$ cat src/rtl/ssb_pkg.sv
package ssb_pkg;

    localparam int WORD_W = 32;

    typedef enum logic [1:0] {
        SVC_IDLE = 2'd0,
        SVC_TX   = 2'd1,
        SVC_RX   = 2'd2,
        SVC_BOTH = 2'd3
    } svc_state_t;

    typedef enum logic [1:0] {
        UNIT_BYTE = 2'd0,
        UNIT_HALF = 2'd1,
        UNIT_WORD = 2'd2
    } dma_unit_t;

    // Sample width in bits: {ext, code} + 1, never below 4.
    function automatic logic [5:0] sample_bits(input logic ext, input logic [3:0] code);
        logic [5:0] b;
        b = {1'b0, ext, code} + 6'd1;
        if (b < 6'd4) begin
            b = 6'd4;
        end
        return b;
    endfunction

    // Mask with the low 'bits' positions set.
    function automatic logic [WORD_W-1:0] sample_mask(input logic [5:0] bits);
        logic [WORD_W:0] m;
        m = ({{WORD_W{1'b0}}, 1'b1} << bits) - {{WORD_W{1'b0}}, 1'b1};
        return m[WORD_W-1:0];
    endfunction

endpackage

$ cat src/rtl/ssb_size_cfg.sv
module ssb_size_cfg
    import ssb_pkg::*;
(
    input  logic              cfg_ext,
    input  logic [3:0]        cfg_size,
    output logic [WORD_W-1:0] mask,
    output logic [1:0]        unit
);

    logic [5:0] bits;

    always_comb begin
        bits = sample_bits(cfg_ext, cfg_size);
        mask = sample_mask(bits);
        if (cfg_ext) begin
            unit = UNIT_WORD;
        end else if (bits <= 6'd8) begin
            unit = UNIT_BYTE;
        end else begin
            unit = UNIT_HALF;
        end
    end

endmodule

$ cat src/rtl/ssb_fifo.sv
module ssb_fifo #(
    parameter  int W     = 32,
    parameter  int DEPTH = 16,
    localparam int AW    = (DEPTH > 1) ? $clog2(DEPTH) : 1,
    localparam int LW    = $clog2(DEPTH + 1)
) (
    input  logic          clk,
    input  logic          rst_n,
    input  logic          push,
    input  logic          pop,
    input  logic [W-1:0]  din,
    output logic [W-1:0]  head,
    output logic [LW-1:0] level,
    output logic          full,
    output logic          empty
);

    localparam logic [AW-1:0] LAST = AW'(DEPTH - 1);

    logic [W-1:0]  mem [DEPTH];
    logic [AW-1:0] wp;
    logic [AW-1:0] rp;
    logic [LW-1:0] cnt;
    logic          do_push;
    logic          do_pop;

    assign full    = (cnt == LW'(DEPTH));
    assign empty   = (cnt == '0);
    assign do_push = push && !full;
    assign do_pop  = pop && !empty;
    assign head    = mem[rp];
    assign level   = cnt;

    always_ff @(posedge clk) begin
        if (do_push) begin
            mem[wp] <= din;
        end
    end

    always_ff @(posedge clk) begin
        if (!rst_n) begin
            wp  <= '0;
            rp  <= '0;
            cnt <= '0;
        end else begin
            if (do_push) begin
                wp <= (wp == LAST) ? '0 : wp + AW'(1);
            end
            if (do_pop) begin
                rp <= (rp == LAST) ? '0 : rp + AW'(1);
            end
            unique case ({do_push, do_pop})
                2'b10:   cnt <= cnt + LW'(1);
                2'b01:   cnt <= cnt - LW'(1);
                default: cnt <= cnt;
            endcase
        end
    end

endmodule

$ cat src/rtl/ssb_svc_fsm.sv
module ssb_svc_fsm
    import ssb_pkg::*;
(
    input  logic clk,
    input  logic rst_n,
    input  logic tx_need,
    input  logic rx_need,
    input  logic irq_en,
    input  logic dma_en,
    output logic irq,
    output logic dma_req
);

    svc_state_t state;
    svc_state_t state_nx;

    // Transitions go_idle / go_tx / go_rx / go_both.
    always_comb begin
        unique case ({tx_need, rx_need})
            2'b00: state_nx = SVC_IDLE;
            2'b10: state_nx = SVC_TX;
            2'b01: state_nx = SVC_RX;
            2'b11: state_nx = SVC_BOTH;
            default: state_nx = SVC_IDLE;
        endcase
    end

    always_ff @(posedge clk) begin
        if (!rst_n) begin
            state <= SVC_IDLE;
        end else begin
            state <= state_nx;
        end
    end

    always_comb begin
        irq     = 1'b0;
        dma_req = 1'b0;
        unique case (state)
            SVC_IDLE: begin
                irq     = 1'b0;
                dma_req = 1'b0;
            end
            SVC_TX, SVC_RX, SVC_BOTH: begin
                irq     = irq_en;
                dma_req = dma_en;
            end
            default: begin
                irq     = 1'b0;
                dma_req = 1'b0;
            end
        endcase
    end

endmodule

$ cat src/rtl/serial_sample_buffer.sv
module serial_sample_buffer
    import ssb_pkg::*;
#(
    parameter  int DEPTH = 16,
    localparam int LW    = $clog2(DEPTH + 1)
) (
    input  logic              clk,
    input  logic              rst_n,
    input  logic              bus_wr,
    input  logic              bus_rd,
    input  logic [WORD_W-1:0] bus_wdata,
    output logic [WORD_W-1:0] bus_rdata,
    input  logic              cfg_ext,
    input  logic [3:0]        cfg_size,
    input  logic [LW-1:0]     cfg_tx_thresh,
    input  logic [LW-1:0]     cfg_rx_thresh,
    input  logic              cfg_irq_en,
    input  logic              cfg_dma_en,
    output logic              tx_valid,
    output logic [WORD_W-1:0] tx_data,
    input  logic              tx_take,
    input  logic              rx_valid,
    input  logic [WORD_W-1:0] rx_data,
    output logic              irq,
    output logic              dma_req,
    output logic [1:0]        dma_unit,
    output logic [LW-1:0]     tx_level,
    output logic [LW-1:0]     rx_level,
    output logic              tx_ovf,
    output logic              rx_unf,
    output logic              rx_ovr
);

    logic [WORD_W-1:0] mask;
    logic [WORD_W-1:0] tx_head;
    logic [WORD_W-1:0] rx_head;
    logic              tx_full;
    logic              tx_empty;
    logic              rx_full;
    logic              rx_empty;
    logic              tx_need;
    logic              rx_need;

    ssb_size_cfg u_size (
        .cfg_ext  (cfg_ext),
        .cfg_size (cfg_size),
        .mask     (mask),
        .unit     (dma_unit)
    );

    ssb_fifo #(.W(WORD_W), .DEPTH(DEPTH)) u_txq (
        .clk   (clk),
        .rst_n (rst_n),
        .push  (bus_wr),
        .pop   (tx_take),
        .din   (bus_wdata),
        .head  (tx_head),
        .level (tx_level),
        .full  (tx_full),
        .empty (tx_empty)
    );

    ssb_fifo #(.W(WORD_W), .DEPTH(DEPTH)) u_rxq (
        .clk   (clk),
        .rst_n (rst_n),
        .push  (rx_valid),
        .pop   (bus_rd),
        .din   (rx_data & mask),
        .head  (rx_head),
        .level (rx_level),
        .full  (rx_full),
        .empty (rx_empty)
    );

    assign tx_valid = !tx_empty;
    assign tx_data  = tx_head & mask;
    assign tx_need  = (tx_level <= cfg_tx_thresh);
    assign rx_need  = (rx_level > cfg_rx_thresh);

    ssb_svc_fsm u_svc (
        .clk     (clk),
        .rst_n   (rst_n),
        .tx_need (tx_need),
        .rx_need (rx_need),
        .irq_en  (cfg_irq_en),
        .dma_en  (cfg_dma_en),
        .irq     (irq),
        .dma_req (dma_req)
    );

    always_ff @(posedge clk) begin
        if (!rst_n) begin
            bus_rdata <= '0;
            tx_ovf    <= 1'b0;
            rx_unf    <= 1'b0;
            rx_ovr    <= 1'b0;
        end else begin
            if (bus_rd) begin
                bus_rdata <= rx_empty ? '0 : rx_head;
            end
            if (bus_wr && tx_full) begin
                tx_ovf <= 1'b1;
            end
            if (bus_rd && rx_empty) begin
                rx_unf <= 1'b1;
            end
            if (rx_valid && rx_full) begin
                rx_ovr <= 1'b1;
            end
        end
    end

endmodule

$ cat config.mk
export PLATFORM = sky130hd
export DESIGN_NAME = serial_sample_buffer
export DESIGN_NICKNAME = d
export VERILOG_FILES = /design/src/rtl/ssb_pkg.sv /design/src/rtl/ssb_size_cfg.sv /design/src/rtl/ssb_fifo.sv /design/src/rtl/ssb_svc_fsm.sv /design/src/rtl/serial_sample_buffer.sv
export SDC_FILE = /design/constraint.sdc
export NUM_CORES = 1
export LEC_CHECK = 0
export ABC_AREA = 1
export BUFFER_PORTS_ARGS = -buffer_cell sky130_fd_sc_hd__buf_4
export CAP_MARGIN = 20
export CORE_MARGIN = 2
export CORE_UTILIZATION = 50
export CTS_BUF_LIST = sky130_fd_sc_hd__clkbuf_16
export CTS_CLUSTER_DIAMETER = 30
export DETAILED_ROUTE_END_ITERATION = 6
export HOLD_SLACK_MARGIN = 0.1
export PLACE_DENSITY_LB_ADDON = 0.1
export SLEW_MARGIN = 15
export SYNTH_ARGS = -nofsm -noshare
export SYNTH_HDL_FRONTEND = slang
export SYNTH_HIERARCHICAL = 1
export SYNTH_SLANG_ARGS = --single-unit
export TNS_END_PERCENT = 50
$ cat constraint.sdc
create_clock -name clk -period 12.2 [get_ports clk]
set_clock_uncertainty 0.2 [all_clocks]
set_input_delay 1.22 -clock clk [delete_from_list [all_inputs] [get_ports clk]]
set_output_delay 1.22 -clock clk [all_outputs]
set_load 0.01 [all_outputs]
* Word-level counts from Yosys, hierarchy flattened
Memory sizes are Yosys's and may differ from the RTL's. A register that Yosys moved wholly into a read port is not among the register bits. Cells that the tools add are included.
Word-level totals: bits in registers 63, memory bits (writable) 1024, input bits 87, output and inout bits 82, word-level logic and storage cells 85, memories 2
Memory list:
- u_rxq.mem | words 16, width 32, rd ports 1, clocked after memory_dff 1, wr ports 1, line ssb_fifo.sv:20 | logic [W-1:0] mem [DEPTH];
- u_txq.mem | words 16, width 32, rd ports 1, clocked after memory_dff 1, wr ports 1, line ssb_fifo.sv:20
Cells by class: add/subtract/negate cells 10, $lt $le $gt $ge 4, equal/unequal tests 16, shift-type cells 1, muxes and demuxes 21, bitwise gates (word level) 2, reductions and logical operators 18
Operators with widths (count):
- bitwise AND 32 bit | 2
- 2-to-1 mux 32 bit | 1
- 2-to-1 mux 4 bit | 8
- << shifter 1 x 6 -> 32 bit, first input constant | 1
- subtractor 32 x 1 -> 32 bit, second input constant | 1
- case mux 5 bit (2 select lines) | 2
- adder 4 x 1 -> 4 bit, second input constant | 4
- equality test 4 bit, second input constant | 4
- equality test 2 bit, second input constant | 6
- adder 5 x 1 -> 5 bit, second input constant | 2
- equality test 5 bit, second input constant | 2
- zero test 5 bit | 2
- subtractor 5 x 1 -> 5 bit, second input constant | 2
- equality test 2 x 1 -> 1 bit, second input constant | 4
- case mux 2 bit (4 select lines) | 1
- logical AND 1 bit | 7
- adder 5 x 1 -> 6 bit, second input constant | 1
- less-or-equal comparator 6 x 4 -> 1 bit, second input constant | 1
- less-than comparator 6 x 3 -> 1 bit, second input constant | 1
- 2-to-1 mux 6 bit | 1
- greater-than comparator 5 bit | 1
- less-or-equal comparator 5 bit | 1
- 2-to-1 mux 1 bit | 5
- zero test 1 bit | 4
- 5 further kinds | 8

* Logic depth before layout (Yosys ltp)
Gate-level depths: netlist of run 1.
word-level depth 6, depth in mapped cells 17, depth with buffers taken out 17

* By module
Netlist of run 1, hierarchy kept.
Modules (own cells, without submodules):
- ssb_fifo (u_rxq) | times used 1, cells each 1755, area each 21867.2 sq um
- ssb_fifo (u_txq) | times used 1, cells each 1757, area each 21866.0 sq um
- serial_sample_buffer | times used 1, cells each 327, area each 2093.3 sq um
- ssb_size_cfg | times used 1, cells each 190, area each 1004.7 sq um
- ssb_svc_fsm | times used 1, cells each 11, area each 76.3 sq um

* Worst setup path before layout of run 1
OpenSTA, ideal clock, no wires.
kind input-to-reg, start point input bus_wr, end point memory u_txq.mem[7][0], enable pin, setup time 0.461 ns, arrival 3.856 ns, required time 11.539 ns, path slack 7.683 ns, stages on the path 4, path buffers 0, cell sequence nand2_1 -> inv_1 -> nand2_1 -> nor3_1
Between the ends: word-level cells in the longest chain between the ends 3
Ends and longest elaborated chain:
- from (decl) | line serial_sample_buffer.sv:9 | input logic bus_wr,
- logical AND 1 bit | line ssb_fifo.sv:29 | assign do_push = push && !full;
- 2-to-1 mux 1 bit | line ssb_fifo.sv:35 | if (do_push) begin
- 2-to-1 mux 1 bit (not written as such) | line ssb_fifo.sv:36 | mem[wp] <= din;
- to (decl) | line ssb_fifo.sv:20
No other way between the ends.

* Worst setup path in the final report of run 1
start point input cfg_size[0], end point output tx_data[19]
Between the ends: word-level cells in the longest chain between the ends 6
Ends and longest elaborated chain:
- from (decl) | line serial_sample_buffer.sv:14 | input logic [3:0] cfg_size,
- adder 5 x 1 -> 6 bit * | line ssb_pkg.sv:21 | b = {1'b0, ext, code} + 6'd1;
- less-than comparator 6 x 3 -> 1 bit | line ssb_pkg.sv:22 | if (b < 6'd4) begin
- 2-to-1 mux 6 bit * | line ssb_pkg.sv:22
- << shifter 1 x 6 -> 32 bit * | line ssb_pkg.sv:31 | m = ({{WORD_W{1'b0}}, 1'b1} << bits) - {{WORD_W{1'b0}}, 1'b1};
- subtractor 32 x 1 -> 32 bit * | line ssb_pkg.sv:31
- net mask[19] | line serial_sample_buffer.sv:34 | logic [WORD_W-1:0] mask;
- bitwise AND 32 bit * | line serial_sample_buffer.sv:76 | assign tx_data = tx_head & mask;
- to (decl) | line serial_sample_buffer.sv:20 | output logic [WORD_W-1:0] tx_data,
The timed path passes the listed nets; every way through them passes the cells marked *.

==> results of run 1 <==
## synth_stat cells, types with 4 or more instances
cell,number,area share [%]
sky130_fd_sc_hd__a21oi_1,303,3.2
sky130_fd_sc_hd__a21oi_2,12,0.22
sky130_fd_sc_hd__buf_1,18,0.14
sky130_fd_sc_hd__buf_2,45,0.48
sky130_fd_sc_hd__buf_4,18,0.29
sky130_fd_sc_hd__buf_6,73,1.8
sky130_fd_sc_hd__buf_8,5,0.16
sky130_fd_sc_hd__clkbuf_1,51,0.41
sky130_fd_sc_hd__clkbuf_2,18,0.19
sky130_fd_sc_hd__dfxtp_1,71,3.0
sky130_fd_sc_hd__edfxtp_1,1024,66
sky130_fd_sc_hd__ha_1,28,0.75
sky130_fd_sc_hd__inv_1,668,5.3
sky130_fd_sc_hd__inv_2,7,0.056
sky130_fd_sc_hd__nand2_1,535,4.3
sky130_fd_sc_hd__nand2_2,11,0.15
sky130_fd_sc_hd__nand3_1,462,4.9
sky130_fd_sc_hd__nand3b_1,4,0.064
sky130_fd_sc_hd__nand4_1,15,0.20
sky130_fd_sc_hd__nor2_1,80,0.64
sky130_fd_sc_hd__nor2_2,4,0.053
sky130_fd_sc_hd__nor3_1,13,0.14
sky130_fd_sc_hd__o211ai_1,256,4.1
sky130_fd_sc_hd__o21ai_0,146,1.6
sky130_fd_sc_hd__o21ai_1,130,1.4
sky130_fd_sc_hd__xnor2_1,8,0.15
sky130_fd_sc_hd__xor2_1,12,0.22
## layer usage
metal	track usage [%]	wire length (um)	vias up	part of all wire [%]
met1	33.39	51510	14790	43
met4	8.932	3202	14	2.7
li1	-	-	14590	-
met3	4.829	6958	223	5.8
met5	0	78	-	0.065
met2	40.39	57360	876	48
## kinds of logic after synthesis
group                    Yosys count  synth area share, %
flip-flops                      1095                68.58
AND/OR/NAND/NOR                 1136                10.71
other                              1             0.007994
buffers and inverters            906                8.930
XOR/XNOR                          21               0.4081
AO/OA/AOI/OAI                    853                10.61
adder cells (fa/ha/maj)           28               0.7469
## power groups by stage
stage          clock network, mW  logic [mW]  registers (mW)
2_1_floorplan                  0        1.73            4.44
6_report                    5.95        2.18            4.46
5_1_grt                     6.22        2.46            4.48
4_1_cts                     6.03        2.17            4.46
3_5_place_dp                   0        2.16            4.52
3_3_place_gp                   0        2.14            4.52
## cell usage in the layout, fill, tap and decap left out, types with 3 or more instances in the layout
master	count
sky130_fd_sc_hd__clkinv_2	31
sky130_fd_sc_hd__o211ai_1	256
sky130_fd_sc_hd__xor2_1	12
sky130_fd_sc_hd__o21ai_0	146
sky130_fd_sc_hd__clkinv_1	43
sky130_fd_sc_hd__clkbuf_16	217
sky130_fd_sc_hd__xnor2_1	8
sky130_fd_sc_hd__bufinv_16	38
sky130_fd_sc_hd__clkinv_4	12
sky130_fd_sc_hd__buf_12	3
sky130_fd_sc_hd__clkinv_16	3
sky130_fd_sc_hd__conb_1	4
sky130_fd_sc_hd__inv_2	8
sky130_fd_sc_hd__buf_4	214
sky130_fd_sc_hd__dfxtp_1	63
sky130_fd_sc_hd__o21ai_1	130
sky130_fd_sc_hd__edfxtp_1	1024
sky130_fd_sc_hd__nand2_2	11
sky130_fd_sc_hd__nand2_1	535
sky130_fd_sc_hd__nand4_1	15
sky130_fd_sc_hd__nor2_4	33
sky130_fd_sc_hd__nand3b_1	4
sky130_fd_sc_hd__a21oi_1	303
sky130_fd_sc_hd__nor2_2	4
sky130_fd_sc_hd__a21oi_2	12
sky130_fd_sc_hd__clkinvlp_4	23
sky130_fd_sc_hd__inv_6	9
sky130_fd_sc_hd__inv_1	689
sky130_fd_sc_hd__inv_16	3
sky130_fd_sc_hd__ha_1	28
sky130_fd_sc_hd__nor2_1	49
sky130_fd_sc_hd__dfxtp_4	5
sky130_fd_sc_hd__nor3_1	12
sky130_fd_sc_hd__nand3_1	462
sky130_fd_sc_hd__dfxtp_2	3
## critical path, cell delays in order
cell	delay, ns
sky130_fd_sc_hd__buf_4	0.15
sky130_fd_sc_hd__ha_1	0.27
sky130_fd_sc_hd__nand3_1	0.10
sky130_fd_sc_hd__nand2_1	0.14
sky130_fd_sc_hd__nand3_1	0.48
sky130_fd_sc_hd__nand4_1	0.26
sky130_fd_sc_hd__nor2_1	0.12
sky130_fd_sc_hd__a21oi_1	0.20
sky130_fd_sc_hd__nand3b_1	0.17
sky130_fd_sc_hd__a31oi_1	0.53
sky130_fd_sc_hd__nand2_1	0.13
sky130_fd_sc_hd__inv_1	0.09
sky130_fd_sc_hd__buf_4	0.11
## metrics by stage
step                setup WS (ns)  area, um^2  std cells
detailed placement          6.901       48770       5284
CTS                         6.791       56270       5686
finish                      6.817       56330       5689
global route                6.499       56330       5689
floorplan                   7.683       46920       4043
global placement            6.903       48770       5284
## registers in the layout, summed over array words and instances (netlist names), named ones only
register     flops
u_rxq/mem      512
u_txq/mem      512
bus_rdata       32
u_rxq/level      5
u_txq/level      5
u_rxq/rp         4
u_rxq/wp         4
u_txq/rp         4
u_txq/wp         4
u_svc/state      2
rx_ovr           1
rx_unf           1
tx_ovf           1
## area by class of cell
| cell class | count | share of cell area, % |
|---|---|---|
| flip-flops and latches | 1095 | 57.15 |
| clock inverters | 185 | 3.676 |
| diodes | 1 | 0.004443 |
| multi-input cells | 2042 | 19.17 |
| well taps | 1254 | 2.786 |
| inverters | 676 | 4.514 |
| clock buffers | 217 | 9.641 |
| repair buffers | 219 | 3.057 |
## worst min-delay path by stage
stage | from | endpoint | slack (ns) | depth (start not counted)
3_3_place_gp | bus_rdata[31] | bus_rdata[31] | 0.25 | 2
4_1_cts | bus_rdata[9] | bus_rdata[9] | 0.27 | 2
6_report | bus_rdata[10] | bus_rdata[10] | 0.26 | 2
3_5_place_dp | bus_rdata[9] | bus_rdata[9] | 0.26 | 2
2_1_floorplan | u_rxq/rp[0] | register | 0.28 | 2
5_1_grt | bus_rdata[20] | bus_rdata[20] | 0.28 | 2
==> results_dict.tcl, run 1 <==
set metrics [dict create \
    port_buffers 168 \
    timing.critical_path.fanout_max 10 \
    placement_rows 112 \
    start_kind "input port" \
    layout-drive-gt1-share_pct 14.50 \
    tritoncts_num_sinks 1095 \
    power_spent_charging_and_discharging_nets_mw 3.534 \
    clock_latency_ns 0.78 \
    grt_overflow 0 \
    register_area_mm2 0.03219 \
    post_drt_wl_per_cell_um 20.94 \
    cts_resized 0 \
    reg2regPathDepth 10 \
    grt.total_usage_pct 24.83 \
    post_synth.cell_area_avg_um2 11.61 \
    fp.dieW_um 310.3 \
    final.hold.worst_slack_ns 0.2629 \
    power.share.clock_pct 47.3 \
    total_power_mw 12.59 \
    cts_tree "done" \
    setup.reg_to_reg.worst_slack_ns 8.42 \
    leakagePower_nw 21.73 \
    post_synthesis_instance_area_mm2 0.04691 \
    nature_of_the_critical_path_endpoint "primary output" \
    status "finished clean" \
    p_sw_share_pct 28.06 \
    number_of_flops_mapped_to_enable_cells_by_yosys 1024 \
    firstDrtPassIters 5 \
    multi_input_comb_area_mm2 0.01080 \
    final_hold_viol_count 0 \
    min_period_over_period_pct 44.13 \
    tritoncts.num_buffers 212 \
    largest_net_degree_at_the_start_of_global_routing 219 \
    power_per_cell_area_mw_per_mm2 223.6 \
    gp_congestion 0.8813 \
    fillCellCount 7451 \
    worst_r2r_endpoint "bus_rdata[16]" \
    yosysSeqAreaShare_pct 68.58 \
    die_area_mm2 0.09628 \
    vias_per_cell 5.360 \
    setup_violations 0 \
    synth_cell_type_count 43 \
    final.min_clock_period_ns 5.383 \
    fin_tns_setup_ns 0 \
    drv_slew 0 \
    synth-warning-count 6 \
    wire_length_of_the_first_global_routing_pass_mm 177.5 \
    final_nets 4361 \
    die_h_um 310.3 \
    starting_utilization_of_the_core_area_pct 50.34 \
    worstPathArrival_ns 3.96 \
    detailedRoute.firstIterationViolations 2705 \
    num_io_pins 169 \
    pin_slew_with_the_least_headroom_to_its_limit_ns 1.042 \
    cp.required_ns 10.78 \
    critPathKind "input port to primary output" \
    grt_antenna_before_repair 10 \
    dp.final_hpwl_mm 61.93 \
    synth_top_flop_cell "sky130_fd_sc_hd__edfxtp_1" \
    cts.repair_timing.setup_buffer_count 0 \
    clk_transition_reported_paths_ns 0.05 \
    first_global_vias 28970 \
    drv_cap 0 \
    critPathLaunch "cfg_size[0]" \
    pwr-share-comb_pct 17.3 \
    dr_total_vias 30490 \
    fmaxAchievable_mhz 185.8 \
    final_antenna_net_count 0 \
    syn_inst 4040 \
    max-clock-path-buffers 3 \
    cts.hold.buffers_added 0 \
    seq_power_share_pct 35.4 \
    fp.coreArea_mm2 0.09319 \
    async_flop_share_pct 0 \
    final_util_pct 60.44 \
    irDropWorstVdd_mv 0.1645 \
    min_path_type "register to register" \
    layout-area-overhead-vs-synth_pct 20.08 \
    detail_route.drc_violations 0 \
    htreeDepth 4 \
    internal-power_mw 9.059 \
    ys_seq_elements 1095 \
    worstSetupEndpoint "tx_data[19]" \
    relSlewSlack_pct 30.46 \
    clock_tree.root_cell "sky130_fd_sc_hd__clkbuf_16" \
    detail_route.wirelength_mm 119.1 \
    rsz0062_at_grt "false" \
]
Power figures use the tool's default switching activity.
==> inputs of run 2 (changes only) <==
- clock period: 12.2 -> 5.17 ns (I/O delays scaled with it)
==> results_dict.tcl, run 2 (same netlist as run 1, synthesis figures left out) <==
set metrics [dict create \
    wire_length_of_the_first_global_routing_pass_mm 178.4 \
    dp.final_hpwl_mm 67.60 \
    drv_cap 0 \
    final.min_clock_period_ns 4.057 \
    drv_slew 0 \
    pre_cts_ws_ns 1.149 \
    fin_tns_setup_ns 0 \
    seq_power_share_pct 35.8 \
    htreeDepth 4 \
    cp.required_ns 4.45 \
    fp.coreArea_mm2 0.09319 \
    final_hold_viol_count 0 \
    largest_net_degree_at_the_start_of_global_routing 201 \
    final_nets 4427 \
    clk_transition_reported_paths_ns 0.05 \
    layout-area-overhead-vs-synth_pct 20.99 \
    dpl-instance-area_mm2 0.04904 \
    cts.repair_timing.setup_buffer_count 0 \
    die_h_um 310.3 \
    layout-drive-gt1-share_pct 14.61 \
    min_path_type "input port to register" \
    detailedRoute.firstIterationViolations 2916 \
    layout_commonest_cell "sky130_fd_sc_hd__edfxtp_1" \
    cts_tree "done" \
    grt_antenna_before_repair 8 \
    post_drt_wl_per_cell_um 20.82 \
    num_io_pins 169 \
    final_util_pct 60.90 \
    tritoncts.num_buffers 217 \
    setup_violations 0 \
    most-common-layout-cells "sky130_fd_sc_hd__edfxtp_1 (1024), sky130_fd_sc_hd__inv_1 (705), sky130_fd_sc_hd__nand2_1 (535)" \
    final_area_mm2 0.05676 \
    irDropWorstVdd_mv 0.3595 \
    power.share.clock_pct 46.1 \
    total_power_mw 29.34 \
    die_area_mm2 0.09628 \
    gp_congestion 0.8571 \
    status "finished clean" \
    cts.hold.buffers_added 45 \
    fillCellCount 7404 \
    max-clock-path-buffers 3 \
    p_sw_share_pct 28.72 \
    numPlacedInstances 5302 \
    pwr-share-comb_pct 18.1 \
    max_stage_delay_ns 0.42 \
    relSlewSlack_pct 24.43 \
    reg2regPathDepth 7 \
    power_spent_charging_and_discharging_nets_mw 8.427 \
    crit_path_top_delay_cell "sky130_fd_sc_hd__xor2_2" \
    placement_rows 112 \
    nature_of_the_critical_path_endpoint "primary output" \
    timing.critical_path.max_delay_family "simple AND/OR/NAND/NOR gates" \
    min_period_over_period_pct 78.48 \
    worst_slack_ns 1.113 \
    timing.critical_path.fanout_max 10 \
    final.hold.worst_slack_ns 0.1295 \
    grt_overflow 0 \
    antennaDiodeCount 0 \
    tritoncts_num_sinks 1095 \
    dr_total_vias 30610 \
    worstPathArrival_ns 3.34 \
    internal-power_mw 20.91 \
    critPathLaunch "cfg_size[0]" \
    rsz0062_at_grt "false" \
    starting_utilization_of_the_core_area_pct 50.34 \
    worstSetupEndpoint "tx_data[29]" \
    first_global_vias 28880 \
    cts_resized 0 \
    reg2reg_from "u_rxq/level[0]" \
    pin_slew_with_the_least_headroom_to_its_limit_ns 1.133 \
    cp_bufs_invs 3 \
    start_kind "input port" \
    detail_route.wirelength_mm 119.9 \
    worst_r2r_endpoint "u_rxq/mem[4][22]" \
    path_depth 14 \
    grt.total_usage_pct 25.12 \
    fp.dieW_um 310.3 \
    power_per_cell_area_mw_per_mm2 517.0 \
    critPathKind "input port to primary output" \
    setup.reg_to_reg.worst_slack_ns 1.90 \
    detail_route.drc_violations 0 \
    firstDrtPassIters 5 \
    final_antenna_net_count 0 \
    clock_tree.root_cell "sky130_fd_sc_hd__clkbuf_16" \
    port_buffers 168 \
    leakagePower_nw 22.01 \
    fmaxAchievable_mhz 246.5 \
    top_regs "u_rxq/mem x512, u_txq/mem x512, bus_rdata x32" \
    fin_cells 5758 \
    clock_latency_ns 0.78 \
    worstPathCellList "buf_4 > ha_1 > xor2_2 > a21oi_2 > nand2_4 > o21ai_2 > nand3_1 > nand2_1 > nor2_1 > nand3_1 > nor2_1 > nand2_1 > inv_1 > buf_4" \
    vias_per_cell 5.317 \
]
## run 2: worst min-delay path by stage
stage / from / endpoint / slack (ns) / cells past startpoint
floorplan: u_rxq/rp[0] / register / 0.28 / 2
global placement: bus_rdata[11] / bus_rdata[11] / 0.25 / 2
detailed placement: bus_rdata[11] / bus_rdata[11] / 0.26 / 2
CTS: bus_rd / bus_rdata[3] / 0.10 / 3
global route: bus_rd / bus_rdata[3] / 0.14 / 3
finish: rx_data[12] / u_rxq/mem[4][12] / 0.13 / 3
## run 2: layout make-up
cell class / count / area (um^2) / area share [%]
inverter: 676 / 2542 / 4.480
sequential: 1095 / 32190 / 56.72
clock buffer: 222 / 5555 / 9.788
timing repair buffer: 280 / 2385 / 4.202
clock inverter: 189 / 1714 / 3.020
tap: 1254 / 1569 / 2.764
multi-input combinational: 2042 / 10800 / 19.02
## run 2: tightest hold or removal path, cell delays in order
cell                      delay, ns
sky130_fd_sc_hd__buf_4         0.11
sky130_fd_sc_hd__nand2_1       0.06
sky130_fd_sc_hd__inv_1         0.19
## run 2: layer usage
metal  GRT usage, %  up-vias  wire length, um
li1               -    14720                -
met1          33.42    14790            50860
met2          40.86      896            58360
met3          4.958      204             6965
met4          9.752       12             3633
met5              0        -               78
## run 2: power groups by stage
stage | Sequential, mW | Combinational (mW) | Clock (mW)
5_1_grt | 10.5 | 5.95 | 14.2
3_3_place_gp | 10.7 | 5.21 | 0
6_report | 10.5 | 5.32 | 13.5
4_1_cts | 10.5 | 5.32 | 13.7
3_5_place_dp | 10.7 | 5.25 | 0
2_1_floorplan | 10.5 | 4.09 | 0
